### src/rtl/hzd_pkg.sv
package hzd_pkg;
  typedef enum logic [1:0] {
    BYP_NONE  = 2'd0,
    BYP_EXMEM = 2'd1,
    BYP_MEMWB = 2'd2,
    BYP_FULL  = 2'd3
  } byp_mode_e;

  typedef enum logic [1:0] {
    SRC_RF    = 2'b00,
    SRC_MEMWB = 2'b01,
    SRC_EXMEM = 2'b10
  } opnd_src_e;
endpackage

### src/rtl/hzd_match.sv
module hzd_match #(
  parameter int RW = 5
) (
  input  logic [RW-1:0] src,
  input  logic [RW-1:0] dst,
  input  logic          wen,
  output logic          hit
);
  // register zero is hardwired and never a dependency; writes need wen
  assign hit = wen && (dst == src) && (src != '0);
endmodule

### src/rtl/hzd_operand.sv
module hzd_operand
  import hzd_pkg::*;
#(
  parameter byp_mode_e POLICY = BYP_FULL,
  parameter int        RW     = 5
) (
  input  logic [RW-1:0] src,
  input  logic [RW-1:0] ex_rd,
  input  logic          ex_wen,
  input  logic          ex_load,
  input  logic [RW-1:0] mem_rd,
  input  logic          mem_wen,
  output logic          need_stall,
  output opnd_src_e     sel
);
  logic hit1, hit2;

  hzd_match #(.RW(RW)) u_m1 (.src(src), .dst(ex_rd),  .wen(ex_wen),  .hit(hit1));
  hzd_match #(.RW(RW)) u_m2 (.src(src), .dst(mem_rd), .wen(mem_wen), .hit(hit2));

  generate
    if (POLICY == BYP_FULL) begin : g_full
      always_comb begin
        need_stall = hit1 && ex_load;
        if (hit1)      sel = SRC_EXMEM;   // younger wins
        else if (hit2) sel = SRC_MEMWB;
        else           sel = SRC_RF;
      end
    end else if (POLICY == BYP_EXMEM) begin : g_exmem
      always_comb begin
        need_stall = hit1 ? ex_load : hit2;
        sel        = hit1 ? SRC_EXMEM : SRC_RF;
      end
    end else if (POLICY == BYP_MEMWB) begin : g_memwb
      always_comb begin
        need_stall = hit1;
        sel        = (!hit1 && hit2) ? SRC_MEMWB : SRC_RF;
      end
    end else begin : g_none
      always_comb begin
        need_stall = hit1 || hit2;
        sel        = SRC_RF;
      end
    end
  endgenerate
endmodule

### src/rtl/hzd_selreg.sv
module hzd_selreg
  import hzd_pkg::*;
#(
  parameter int NOP = 2
) (
  input  logic      clk,
  input  logic      rst_n,
  input  logic      flush,
  input  opnd_src_e nxt [NOP],
  output opnd_src_e cur [NOP]
);
  generate
    for (genvar i = 0; i < NOP; i++) begin : g_op
      always_ff @(posedge clk or negedge rst_n) begin
        if (!rst_n)     cur[i] <= SRC_RF;
        else if (flush) cur[i] <= SRC_RF;  // bubble carries no bypass
        else            cur[i] <= nxt[i];
      end
    end
  endgenerate
endmodule

### src/rtl/hazard_fwd_unit.sv
module hazard_fwd_unit
  import hzd_pkg::*;
#(
  parameter byp_mode_e POLICY = BYP_FULL,
  parameter int        RW     = 5
) (
  input  logic          clk,
  input  logic          rst_n,
  input  logic [RW-1:0] id_rs1,
  input  logic [RW-1:0] id_rs2,
  input  logic [RW-1:0] ex_rd,
  input  logic          ex_wen,
  input  logic          ex_load,
  input  logic [RW-1:0] mem_rd,
  input  logic          mem_wen,
  output logic          stall,
  output logic          bubble,
  output logic [1:0]    fwd_a,
  output logic [1:0]    fwd_b
);
  localparam int NOP = 2;

  logic [RW-1:0] src   [NOP];
  logic          op_st [NOP];
  opnd_src_e     nsel  [NOP];
  opnd_src_e     csel  [NOP];
  logic          hold;

  assign src[0] = id_rs1;
  assign src[1] = id_rs2;

  generate
    for (genvar i = 0; i < NOP; i++) begin : g_opnd
      hzd_operand #(.POLICY(POLICY), .RW(RW)) u_op (
        .src(src[i]), .ex_rd(ex_rd), .ex_wen(ex_wen), .ex_load(ex_load),
        .mem_rd(mem_rd), .mem_wen(mem_wen),
        .need_stall(op_st[i]), .sel(nsel[i])
      );
    end
  endgenerate

  assign hold   = op_st[0] || op_st[1];
  assign stall  = hold;
  assign bubble = hold;

  hzd_selreg #(.NOP(NOP)) u_sel (
    .clk(clk), .rst_n(rst_n), .flush(hold), .nxt(nsel), .cur(csel)
  );

  assign fwd_a = csel[0];
  assign fwd_b = csel[1];
endmodule

### config.mk
export PLATFORM = sky130hd
export DESIGN_NAME = hazard_fwd_unit
export DESIGN_NICKNAME = d
export VERILOG_FILES = /design/src/rtl/hzd_pkg.sv /design/src/rtl/hzd_match.sv /design/src/rtl/hzd_operand.sv /design/src/rtl/hzd_selreg.sv /design/src/rtl/hazard_fwd_unit.sv
export SDC_FILE = /design/constraint.sdc
export NUM_CORES = 1
export LEC_CHECK = 0
export CELL_PAD_IN_SITES_DETAIL_PLACEMENT = 2
export CELL_PAD_IN_SITES_GLOBAL_PLACEMENT = 2
export CORE_UTILIZATION = 30
export DETAILED_ROUTE_END_ITERATION = 10
export DONT_BUFFER_PORTS = 1
export PLACE_DENSITY = 0.69
export SETUP_SLACK_MARGIN = 0.3
export SYNTH_ARGS = -nofsm -noshare
export SYNTH_HDL_FRONTEND = slang
export SYNTH_SLANG_ARGS = --single-unit
### constraint.sdc
create_clock -name clk -period 1.55 [get_ports clk]
set_input_delay 0.2325 -clock clk [delete_from_list [all_inputs] [get_ports clk]]
set_output_delay 0.2325 -clock clk [all_outputs]
set_load 0.01 [all_outputs]
### Word-level counts from Yosys, hierarchy flattened

Index checks and enable logic that the tools add are counted.

* register bits after elaboration: 4
* logic and storage cells: 25
* output and inout bits: 6
* bits of input ports: 25

* eq/ne operators: 4
* muxes and demuxes: 6
* reduce and logical (&&, ||, !) cells: 13

Operators with widths (count)
* 5-bit == test: 4
* 1-bit logical AND: 10
* 5-bit nonzero test: 2
* 2-bit 2-to-1 mux: 4
* 1-bit 2-to-1 mux: 2
* 1-bit logical OR: 1

### Longest topological paths before layout

Gate-level depths: netlist (run 1).

* depth after elaboration: 6
* depth in mapped cells: 5
* mapped depth without buffers: 4

### Modules after synthesis

From an unflattened synthesis (run 1), not the netlist that was laid out.

* cell total of the unflattened synthesis: 56
* area, all modules: 466.7 um^2

Modules (own cells, without submodules)
* hzd_match: cells an instance 10, seq. area each 0.0 um^2, area an instance 70.1 um^2, times used 4
* hzd_selreg: cells an instance 8, seq. area each 100.1 um^2, area an instance 125.1 um^2, times used 1
* hzd_operand: cells an instance 3, seq. area each 0.0 um^2, area an instance 23.8 um^2, times used 2
* hazard_fwd_unit: cells an instance 2, seq. area each 0.0 um^2, area an instance 13.8 um^2, times used 1

### Worst setup path before layout (run 1)

No wires, ideal clock.

* kind: input to output
* start: in id_rs2[1]
* end: out stall
* required time: 1.317 ns
* path slack: 0.016 ns
* arrival: 1.302 ns
* stages on the path: 5
* buffers on the path: 1
* cell sequence: or4_4 -> nor2_2 -> nor4_2 -> o21a_1 -> buf_4

* word-level cells in the longest chain between the ends: 5
* elaborated cells on any way between the ends: 6
* those cells by class: eq/ne (1); reduce/logical (5)

Ends and longest elaborated chain
* start: declaration: RTL line hazard_fwd_unit.sv:10 `input logic [RW-1:0] id_rs2,`
* 5-bit == test: RTL line hzd_match.sv:10 `assign hit = wen && (dst == src) && (src != '0);`
* 1-bit logical AND: RTL line hzd_match.sv:10
* 1-bit logical AND (*): RTL line hzd_match.sv:10
* 1-bit logical AND (*): RTL line hzd_operand.sv:24 `need_stall = hit1 && ex_load;`
* 1-bit logical OR (*): RTL line hazard_fwd_unit.sv:42 `assign hold = op_st[0] || op_st[1];`
* end: declaration: RTL line hazard_fwd_unit.sv:16 `output logic stall,`

Every way passes the cells marked *; elsewhere a longest branch is shown, timed or not.

### Worst setup path after layout (run 1)

* start: in id_rs1[1]
* end: out bubble

* word-level cells in the longest chain between the ends: 5
* elaborated cells on any way between the ends: 6
* those cells by class: eq/ne (1); reduce/logical (5)

Ends and longest elaborated chain
* start: declaration: RTL line hazard_fwd_unit.sv:9 `input logic [RW-1:0] id_rs1,`
* 5-bit == test: RTL line hzd_match.sv:10
* 1-bit logical AND: RTL line hzd_match.sv:10
* 1-bit logical AND (*): RTL line hzd_match.sv:10
* 1-bit logical AND (*): RTL line hzd_operand.sv:24
* 1-bit logical OR (*): RTL line hazard_fwd_unit.sv:42
* end: declaration: RTL line hazard_fwd_unit.sv:17 `output logic bubble,`

Marked as above.

==> results of run 1 <==
==> cells by family (layout without fill, tap and decap cells) <==
family          after synthesis  after routing
simple gates                 12             12
flops                         4              4
xor+xnor                     20             20
buf+inv                       1              7
compound gates                5              5
==> layer usage <==
layer / track usage [%] / wire length, µm / vias to the layer above
met5: 0 / 0 / -
met4: 7.76 / 0 / 0
met3: 6.67 / 138 / 0
met2: 34.3 / 709 / 25
met1: 15.6 / 347 / 163
li1: - / - / 164
==> cell type report <==
type | count | area (µm²)
sequential | 4 | 100
tap | 15 | 18.8
fill | 135 | 773
clock buffer | 3 | 22.5
timing repair buffer | 4 | 36.3
multi-input combinational | 37 | 367
==> Yosys cell counts <==
library cell	number
or4_4	2
a2111oi_2	2
xnor2_1	16
nand4_1	4
nor2b_1	2
o21a_1	1
dfrtp_1	4
xor2_1	4
o211ai_1	2
buf_4	1
nor4_2	2
nor2_2	2
==> power by group <==
group	internal, mW	leakage (nW)	switching (mW)
combinational	0.0473	0.0959	0.0355
sequential	0.106	0.0557	0.00128
clock	0.0871	0.0138	0.0498
total	0.241	0.165	0.0866
==> worst min-delay path by stage <==
| stage | depth (start not counted) | endpoint | slack [ns] |
|---|---|---|---|
| after global routing | 1 | u_sel.cur[1]$_DFF_PN0_ | 0.05 |
| after detailed placement | 0 | u_sel.cur[1]$_DFF_PN0_ | -0.06 |
| after global placement | 0 | u_sel.cur[0]$_DFF_PN0_ | -0.06 |
| after floorplan | 0 | u_sel.cur[0]$_DFF_PN0_ | -0.06 |
| final | 1 | u_sel.cur[1]$_DFF_PN0_ | 0.06 |
| after CTS | 1 | u_sel.cur[1]$_DFF_PN0_ | 0.06 |
==> per-stage QoR <==
stage               power, mW  setup WS [ns]  util (%)  std cells
finish                  0.327         0.0961      41.3         63
global route            0.346         0.0770      41.3         63
CTS                     0.323          0.102      38.9         61
detailed placement      0.177         0.0709      33.7         56
global placement        0.174          0.110      33.7         56
floorplan               0.169         0.0157         -         42
==> repair_timing <==
item | CTS | global route
gates resized for setup | 5 | 2
setup buffers | 1 | 2
setup endpoints to repair | 2 | 4
pin swaps | 1 | 1
hold endpoints to repair | 4 | 0
hold buffers | 1 | 0
==> results.py, run 1 <==
metrics = {
    "outcome": {
        "status": "finished clean",
    },
    "worst_setup_path": {
        "crit_end": "bubble",
        "start_kind": "input pin",
        "critical_path_class": "in2out",
        "path_buf_inv": 0,
        "crit_chain": "or4_4 -> nor2_4 -> nor4_4 -> o21a_2",
        "slowest_delay_ns": 0.54,
        "crit_family": "simple AND/OR/NAND/NOR gates",
        "cp.arrival_ns": 1.22,
        "path_depth": 4,
        "cp.required_ns": 1.32,
        "critPathSlowestCell": "or4_4",
        "startpoint": "id_rs1[1]",
        "end_kind": "output pin",
        "cp_max_fo": 4,
    },
    "synthesis": {
        "muxShareOfSynthArea_pct": 0,
        "yosys.area.top_type": "xnor2_1",
        "avgSynthCellArea_um2": 10.3,
        "synth_area_leaders": "xnor2_1 (32%), dfrtp_1 (23%), xor2_1 (8.1%)",
        "synth_area_um2": 433,
        "synth_xor_area_share_pct": 40.5,
        "ys_warn_count": 0,
        "synth_nets": 67,
        "netlist_instances": 42,
        "synth-compound-area-share_pct": 12.1,
        "yosysSeqAreaShare_pct": 23.1,
        "synthSimpleGateAreaFrac_pct": 22.5,
        "synth_top_area_share_pct": 32.4,
        "synth-seq-cells": 4,
        "yosysUniqueCellTypes": 12,
        "synth_fa_ha_area_share_pct": 0,
        "synth_top_family_by_area": "XOR/XNOR gates",
    },
    "place": {
        "portBuffers": 0,
        "globalplace.congestion": 0.718,
        "placed_area_um2": 444,
    },
    "floorplanning": {
        "io_pins": 31,
        "die_area_um2": 1600,
        "start_util_pct": 32.9,
        "dieWidth_um": 40.0,
        "dieHeight_um": 40.0,
        "rows": 13,
        "core_region_area_um2": 1320,
    },
    "grt": {
        "antenna_found_initial": 0,
        "grt_pass1_vias": 442,
        "overflow": 0,
        "grtUsageTotal_pct": 17.6,
        "grt_start_max_net_pins": 6,
        "grt_pass1_wl_um": 1810,
    },
    "detailed_routing": {
        "routed_via_density": 5.59,
        "drtIter0Drc": 0,
        "ant_nets": 0,
        "totalWireLength_um": 1200,
        "firstDrtPassIters": 1,
        "num_vias": 352,
        "wl_per_cell_um": 19.0,
        "drc": 0,
    },
    "sta": {
        "tns_ns": 0,
        "fin_hold_ws_ns": 0.0573,
        "fmax_mhz": 688,
        "hold_viol_final": 0,
        "rsz0062_at_grt": "true",
        "worst_pin_slew_ns": 0.383,
        "maxSlewViolCount": 0,
        "period_needed_ns": 1.45,
        "setup_viol": 0,
        "fin_crit_sh_pct": 93.8,
        "slew_headroom_pct": 74.3,
    },
    "cells_and_area": {
        "largest-register": "u_sel.cur",
        "layout_commonest_cell": "xnor2_1",
        "largest_reg_flops": 4,
        "antennaDiodeCount": 0,
        "syn_to_final_growth_pct": 25.7,
        "final_nets": 75,
        "final_cell_mix": "xnor2_1 (16), xor2_1 (4), nand4_1 (4), dfrtp_1 (4), clkbuf_4 (3)",
        "stdcell_area_um2": 544,
        "drive_above_1_share_pct": 31.3,
        "largestRegisters": "u_sel.cur x4",
    },
    "clocking": {
        "cts_tree": "yes",
        "htree_levels": 1,
        "cts_root_buf": "clkbuf_4",
        "cts.sinks": 4,
        "clkTransAtPathRegs_ns": 0.05,
        "cts_inserted_buffers": 3,
        "clock_path_buffers": 2,
    },
    "power_and_ir_drop": {
        "leakage_nw": 0.165,
        "vdd_drop_max_uv": 213,
        "cellPowerDensity_nw_per_um2": 601,
    },
    "min_path": {
        "holdCritStartpoint": "ex_load",
        "min_path_type": "in2reg",
    },
    "job": {
        "drv_cap": 0,
    },
}
No activity file was read; power rests on OpenSTA's default activity.
==> run 2, diff against run 1 <==
--- a/config.mk
+++ b/config.mk
@@ -7,11 +7,12 @@
 export LEC_CHECK = 0
 export CELL_PAD_IN_SITES_DETAIL_PLACEMENT = 2
 export CELL_PAD_IN_SITES_GLOBAL_PLACEMENT = 2
-export CORE_UTILIZATION = 30
+export CORE_UTILIZATION = 29
 export DETAILED_ROUTE_END_ITERATION = 10
 export DONT_BUFFER_PORTS = 1
 export PLACE_DENSITY = 0.69
 export SETUP_SLACK_MARGIN = 0.3
 export SYNTH_ARGS = -nofsm -noshare
 export SYNTH_HDL_FRONTEND = slang
+export SYNTH_HIERARCHICAL = 1
 export SYNTH_SLANG_ARGS = --single-unit
==> results.py, run 2 <==
metrics = {
    "floorplanning": {
        "die_area_um2": 1770,
        "core_region_area_um2": 1510,
        "dieWidth_um": 42.1,
        "start_util_pct": 31.0,
        "dieHeight_um": 42.1,
        "io_pins": 31,
        "rows": 14,
    },
    "sta": {
        "worst_pin_slew_ns": 0.299,
        "period_needed_ns": 1.40,
        "maxSlewViolCount": 0,
        "tns_ns": 0,
        "hold_viol_final": 0,
        "fmax_mhz": 712,
        "fin_crit_sh_pct": 90.6,
        "setup_viol": 0,
        "slew_headroom_pct": 79.9,
        "rsz0062_at_grt": "true",
    },
    "cells_and_area": {
        "largest_reg_flops": 4,
        "drive_above_1_share_pct": 24.1,
        "antennaDiodeCount": 0,
        "stdcell_area_um2": 542,
        "nFillCells": 171,
        "register_area_um2": 100,
        "largestRegisters": "u_sel/cur x4",
        "final_nets": 85,
        "multi_input_area_um2": 382,
        "layout_commonest_cell": "xor2_1",
        "syn_to_final_growth_pct": 16.1,
        "largest-register": "u_sel/cur",
    },
    "worst_setup_path": {
        "start_kind": "input pin",
        "cp.required_ns": 1.32,
        "critPathSlowestCell": "and4_1",
        "cp_max_fo": 6,
        "end_kind": "output pin",
        "critical_path_class": "in2out",
        "slowest_delay_ns": 0.27,
        "cp.arrival_ns": 1.17,
        "crit_chain": "xor2_1 -> nor3_1 -> and4_1 -> and2_4 -> or2_4",
    },
    "place": {
        "portBuffers": 0,
        "globalplace.congestion": 0.770,
        "placed_area_um2": 469,
    },
    "clocking": {
        "cts.sinks": 4,
        "cts_inserted_buffers": 3,
        "clkTransAtPathRegs_ns": 0.04,
        "cts_tree": "yes",
        "cts_root_buf": "clkbuf_4",
        "clock_path_buffers": 2,
        "htree_levels": 1,
    },
    "detailed_routing": {
        "ant_nets": 0,
        "drtIter0Drc": 0,
        "num_vias": 396,
        "wl_per_cell_um": 16.6,
        "firstDrtPassIters": 1,
        "routed_via_density": 5.35,
        "totalWireLength_um": 1230,
        "drc": 0,
    },
    "synthesis": {
        "synth_area_um2": 467,
        "yosysMostFrequentCell": "xor2_1",
        "yosysUniqueCellTypes": 13,
        "yosysSeqAreaShare_pct": 21.4,
        "yosys.area.top_type": "xor2_1",
        "synth_edf_count": 0,
        "ys_warn_count": 6,
        "synth-seq-cells": 4,
        "avgSynthCellArea_um2": 8.33,
        "ys.flop_type": "dfrtp_1",
        "synth_nets": 81,
        "synth_area_leaders": "xor2_1 (23%), dfrtp_1 (21%), and4_1 (7.5%)",
        "netlist_instances": 56,
        "synth_top_area_share_pct": 22.5,
        "yosys-top-cells-count": "xor2_1 (12), or2_1 (5)",
        "synthArstFlopShare_pct": 100,
    },
    "outcome": {
        "status": "finished clean",
    },
    "grt": {
        "grtUsageTotal_pct": 15.2,
        "grt_pass1_vias": 447,
        "overflow": 0,
        "antenna_found_initial": 0,
        "grt_start_max_net_pins": 7,
        "grt_pass1_wl_um": 1950,
    },
    "power_and_ir_drop": {
        "cellPowerDensity_nw_per_um2": 549,
        "leakage_nw": 0.227,
        "vdd_drop_max_uv": 156,
    },
    "job": {
        "drv_cap": 0,
    },
    "min_path": {
        "min_path_type": "in2async",
    },
}
run 2: area by class of cell:
class                   count  share of cell area, %
flip-flops and latches      4                   18.5
multi-input cells          49                   70.4
clock buffers               3                   4.16
well taps                  16                   3.70
repair buffers              2                   3.23
run 2: cell families after synthesis:
logic type      after synthesis  share of synthesized area, %
simple gates                 29                          39.4
xor+xnor                     16                          30.0
compound gates                4                          4.29
flops                         4                          21.4
buf+inv                       3                          4.83
run 2: where the power goes:
part | leakage [nW] | switching, mW | internal [mW]
Sequential | 0.0557 | 0.00125 | 0.107
Clock | 0.0138 | 0.0373 | 0.0862
Combinational | 0.158 | 0.0275 | 0.0384
Total | 0.227 | 0.0660 | 0.231
run 2: routing by layer:
layer / global-route usage, % / share of wire [%] / up-vias
li1: - / - / 195
met1: 18.7 / 44 / 181
met2: 25.0 / 49 / 18
met3: 3.02 / 5.4 / 2
met4: 7.50 / 1.1 / 0
met5: 0 / 0 / -
run 2: metrics by stage:
| stage | worst slack [ns] | util (%) | cells | hold slack (ns) | power (mW) |
|---|---|---|---|---|---|
| after floorplan | 0.0869 | - | 56 | -0.0631 | 0.157 |
| after global placement | 0.0456 | 31.1 | 69 | -0.0630 | 0.162 |
| after detailed placement | 0.0559 | 31.1 | 69 | -0.0630 | 0.165 |
| after CTS | 0.135 | 35.2 | 74 | 0.264 | 0.298 |
| after global routing | 0.113 | 36.0 | 74 | 0.277 | 0.314 |
| final | 0.145 | 36.0 | 74 | 0.267 | 0.297 |
run 2: timing repair:
action                                 CTS  global route
endpoints found under the hold margin    4             0
hold buffers                             1             0
pin swaps                                1             2
setup endpoints to repair                2             3
setup buffers                            1             0
resized for setup                        4             4
run 2: final timing paths:
path / slack (ns) / end / cells past startpoint / startpoint
min in group clk: 0.36 / u_sel/cur[3]$_DFF_PN0_ / 2 / ex_wen
max in group asynchronous: 1.12 / u_sel/cur[1]$_DFF_PN0_ / 1 / rst_n
max: 0.15 / stall / 5 / ex_rd[1]
min: 0.27 / u_sel/cur[0]$_DFF_PN0_ / 1 / rst_n
run 2: worst max-delay path: cells and delay by family:
kind / cells / cell delay [ns]
xor gates and xnor gates: 1 / 0.14
and+or+nand+nor: 4 / 0.80
==> run 3, diff against run 2 <==
--- a/config.mk
+++ b/config.mk
@@ -11,7 +11,6 @@
 export DETAILED_ROUTE_END_ITERATION = 10
 export DONT_BUFFER_PORTS = 1
 export PLACE_DENSITY = 0.69
-export SETUP_SLACK_MARGIN = 0.3
 export SYNTH_ARGS = -nofsm -noshare
 export SYNTH_HDL_FRONTEND = slang
 export SYNTH_HIERARCHICAL = 1
==> results.py, run 3 (synthesis results as in run 2) <==
metrics = {
    "clocking": {
        "cts_setup_buffers": 0,
        "clock_path_buffers": 2,
        "cts_tree": "yes",
        "cts_root_buf": "clkbuf_4",
        "cts_inserted_buffers": 3,
        "htree_levels": 1,
        "clkTransAtPathRegs_ns": 0.04,
        "cts.sinks": 4,
    },
    "worst_setup_path": {
        "end_kind": "output pin",
        "cp.required_ns": 1.32,
        "crit_family": "simple AND/OR/NAND/NOR gates",
        "cp.arrival_ns": 1.25,
        "cp_max_fo": 6,
        "start_kind": "input pin",
        "critPathSlowestCell": "or2_4",
        "critical_path_class": "in2out",
        "path_buf_inv": 0,
        "crit_chain": "nor4_2 -> o21ai_0 -> and4_1 -> and2_2 -> or2_4",
        "slowest_delay_ns": 0.27,
    },
    "place": {
        "dp_hpwl_um": 979,
        "globalplace.congestion": 0.765,
        "portBuffers": 0,
        "dp.cells": 70,
    },
    "floorplanning": {
        "core_region_area_um2": 1510,
        "start_util_pct": 31.0,
        "die_area_um2": 1770,
        "dieHeight_um": 42.1,
        "dieWidth_um": 42.1,
        "rows": 14,
        "io_pins": 31,
    },
    "sta": {
        "slew_headroom_pct": 80.4,
        "period_needed_ns": 1.48,
        "worst_pin_slew_ns": 0.292,
        "fin_hold_ws_ns": 0.268,
        "maxSlewViolCount": 0,
        "setup_viol": 0,
        "fin_crit_sh_pct": 95.5,
        "tns_ns": 0,
        "rsz0062_at_grt": "false",
        "hold_viol_final": 0,
        "fmax_mhz": 675,
    },
    "job": {
        "drv_cap": 0,
    },
    "cells_and_area": {
        "largestRegisters": "u_sel/cur x4",
        "antennaDiodeCount": 0,
        "final_cells": 74,
        "final_nets": 85,
        "layout_commonest_cell": "xor2_1",
        "syn_to_final_growth_pct": 13.1,
        "drive_above_1_share_pct": 19.0,
        "largest_reg_flops": 4,
        "largest-register": "u_sel/cur",
    },
    "detailed_routing": {
        "wl_per_cell_um": 14.6,
        "drtIter0Drc": 3,
        "firstDrtPassIters": 2,
        "drc": 0,
        "num_vias": 381,
        "routed_via_density": 5.15,
        "ant_nets": 0,
        "totalWireLength_um": 1080,
    },
    "min_path": {
        "min_path_type": "in2async",
    },
    "grt": {
        "grt_pass1_vias": 452,
        "grt_pass1_wl_um": 1750,
        "antenna_found_initial": 0,
        "grtUsageTotal_pct": 12.8,
        "overflow": 0,
        "grt_start_max_net_pins": 7,
    },
    "power_and_ir_drop": {
        "cellPowerDensity_nw_per_um2": 555,
        "vdd_drop_max_uv": 144,
        "leakage_nw": 0.223,
        "totalPowerFinal_mw": 0.293,
    },
    "outcome": {
        "status": "finished clean",
    },
}
-- run 3: changes by cell type in the layout (fill, tap and decap cells not counted) --
cell and change:
and2_4 -2, nor3_1 +1, and4_1 +1, and2_2 +2, and4_4 -1, o21ai_0 +1
o21ai_2 -1, nor3_2 -1
-- run 3: worst paths after layout --
| kind | cells past startpoint | slack [ns] | to | startpoint |
|---|---|---|---|---|
| max in group asynchronous | 1 | 1.12 | u_sel/cur[2]$_DFF_PN0_ | rst_n |
| min in group clk | 2 | 0.33 | u_sel/cur[1]$_DFF_PN0_ | ex_wen |
| max | 5 | 0.07 | bubble | ex_rd[0] |
| min | 1 | 0.27 | u_sel/cur[3]$_DFF_PN0_ | rst_n |
-- run 3: what timing repair did --
action / in CTS / in global routing
endpoints found under the hold margin: 4 / 0
resized for setup: 0 / 4
hold buffers: 1 / 0
setup endpoints to repair: 0 / 2
-- run 3: routing by layer --
| metal | GRT usage [%] | wire (µm) |
|---|---|---|
| met5 | 0 | 0 |
| met4 | 5.63 | 0 |
| met3 | 2.16 | 94 |
| met2 | 21.6 | 526 |
| met1 | 16.0 | 463 |
-- run 3: report_power, final --
group | leakage, nW | internal (mW) | switching [mW]
combinational | 0.153 | 0.0365 | 0.0229
sequential | 0.0557 | 0.107 | 0.00126
clock | 0.0138 | 0.0864 | 0.0391
-- run 3: layout make-up --
cell class | instances | area [µm²]
repair buffers | 2 | 17.5
well taps | 16 | 20.0
clock buffers | 3 | 22.5
fillers | 178 | 978
flip-flops and latches | 4 | 100
multi-input cells | 49 | 368
-- run 3: through the flow --
| step | utilization [%] | worst slack, ns | cell area (µm²) |
|---|---|---|---|
| after floorplan | - | 0.0124 | 469 |
| after global placement | 31.5 | 0.00175 | 474 |
| after detailed placement | 31.5 | 0.0397 | 474 |
| after CTS | 33.6 | 0.0446 | 507 |
| after global routing | 35.0 | 0.000642 | 528 |
| final | 35.0 | 0.0696 | 528 |
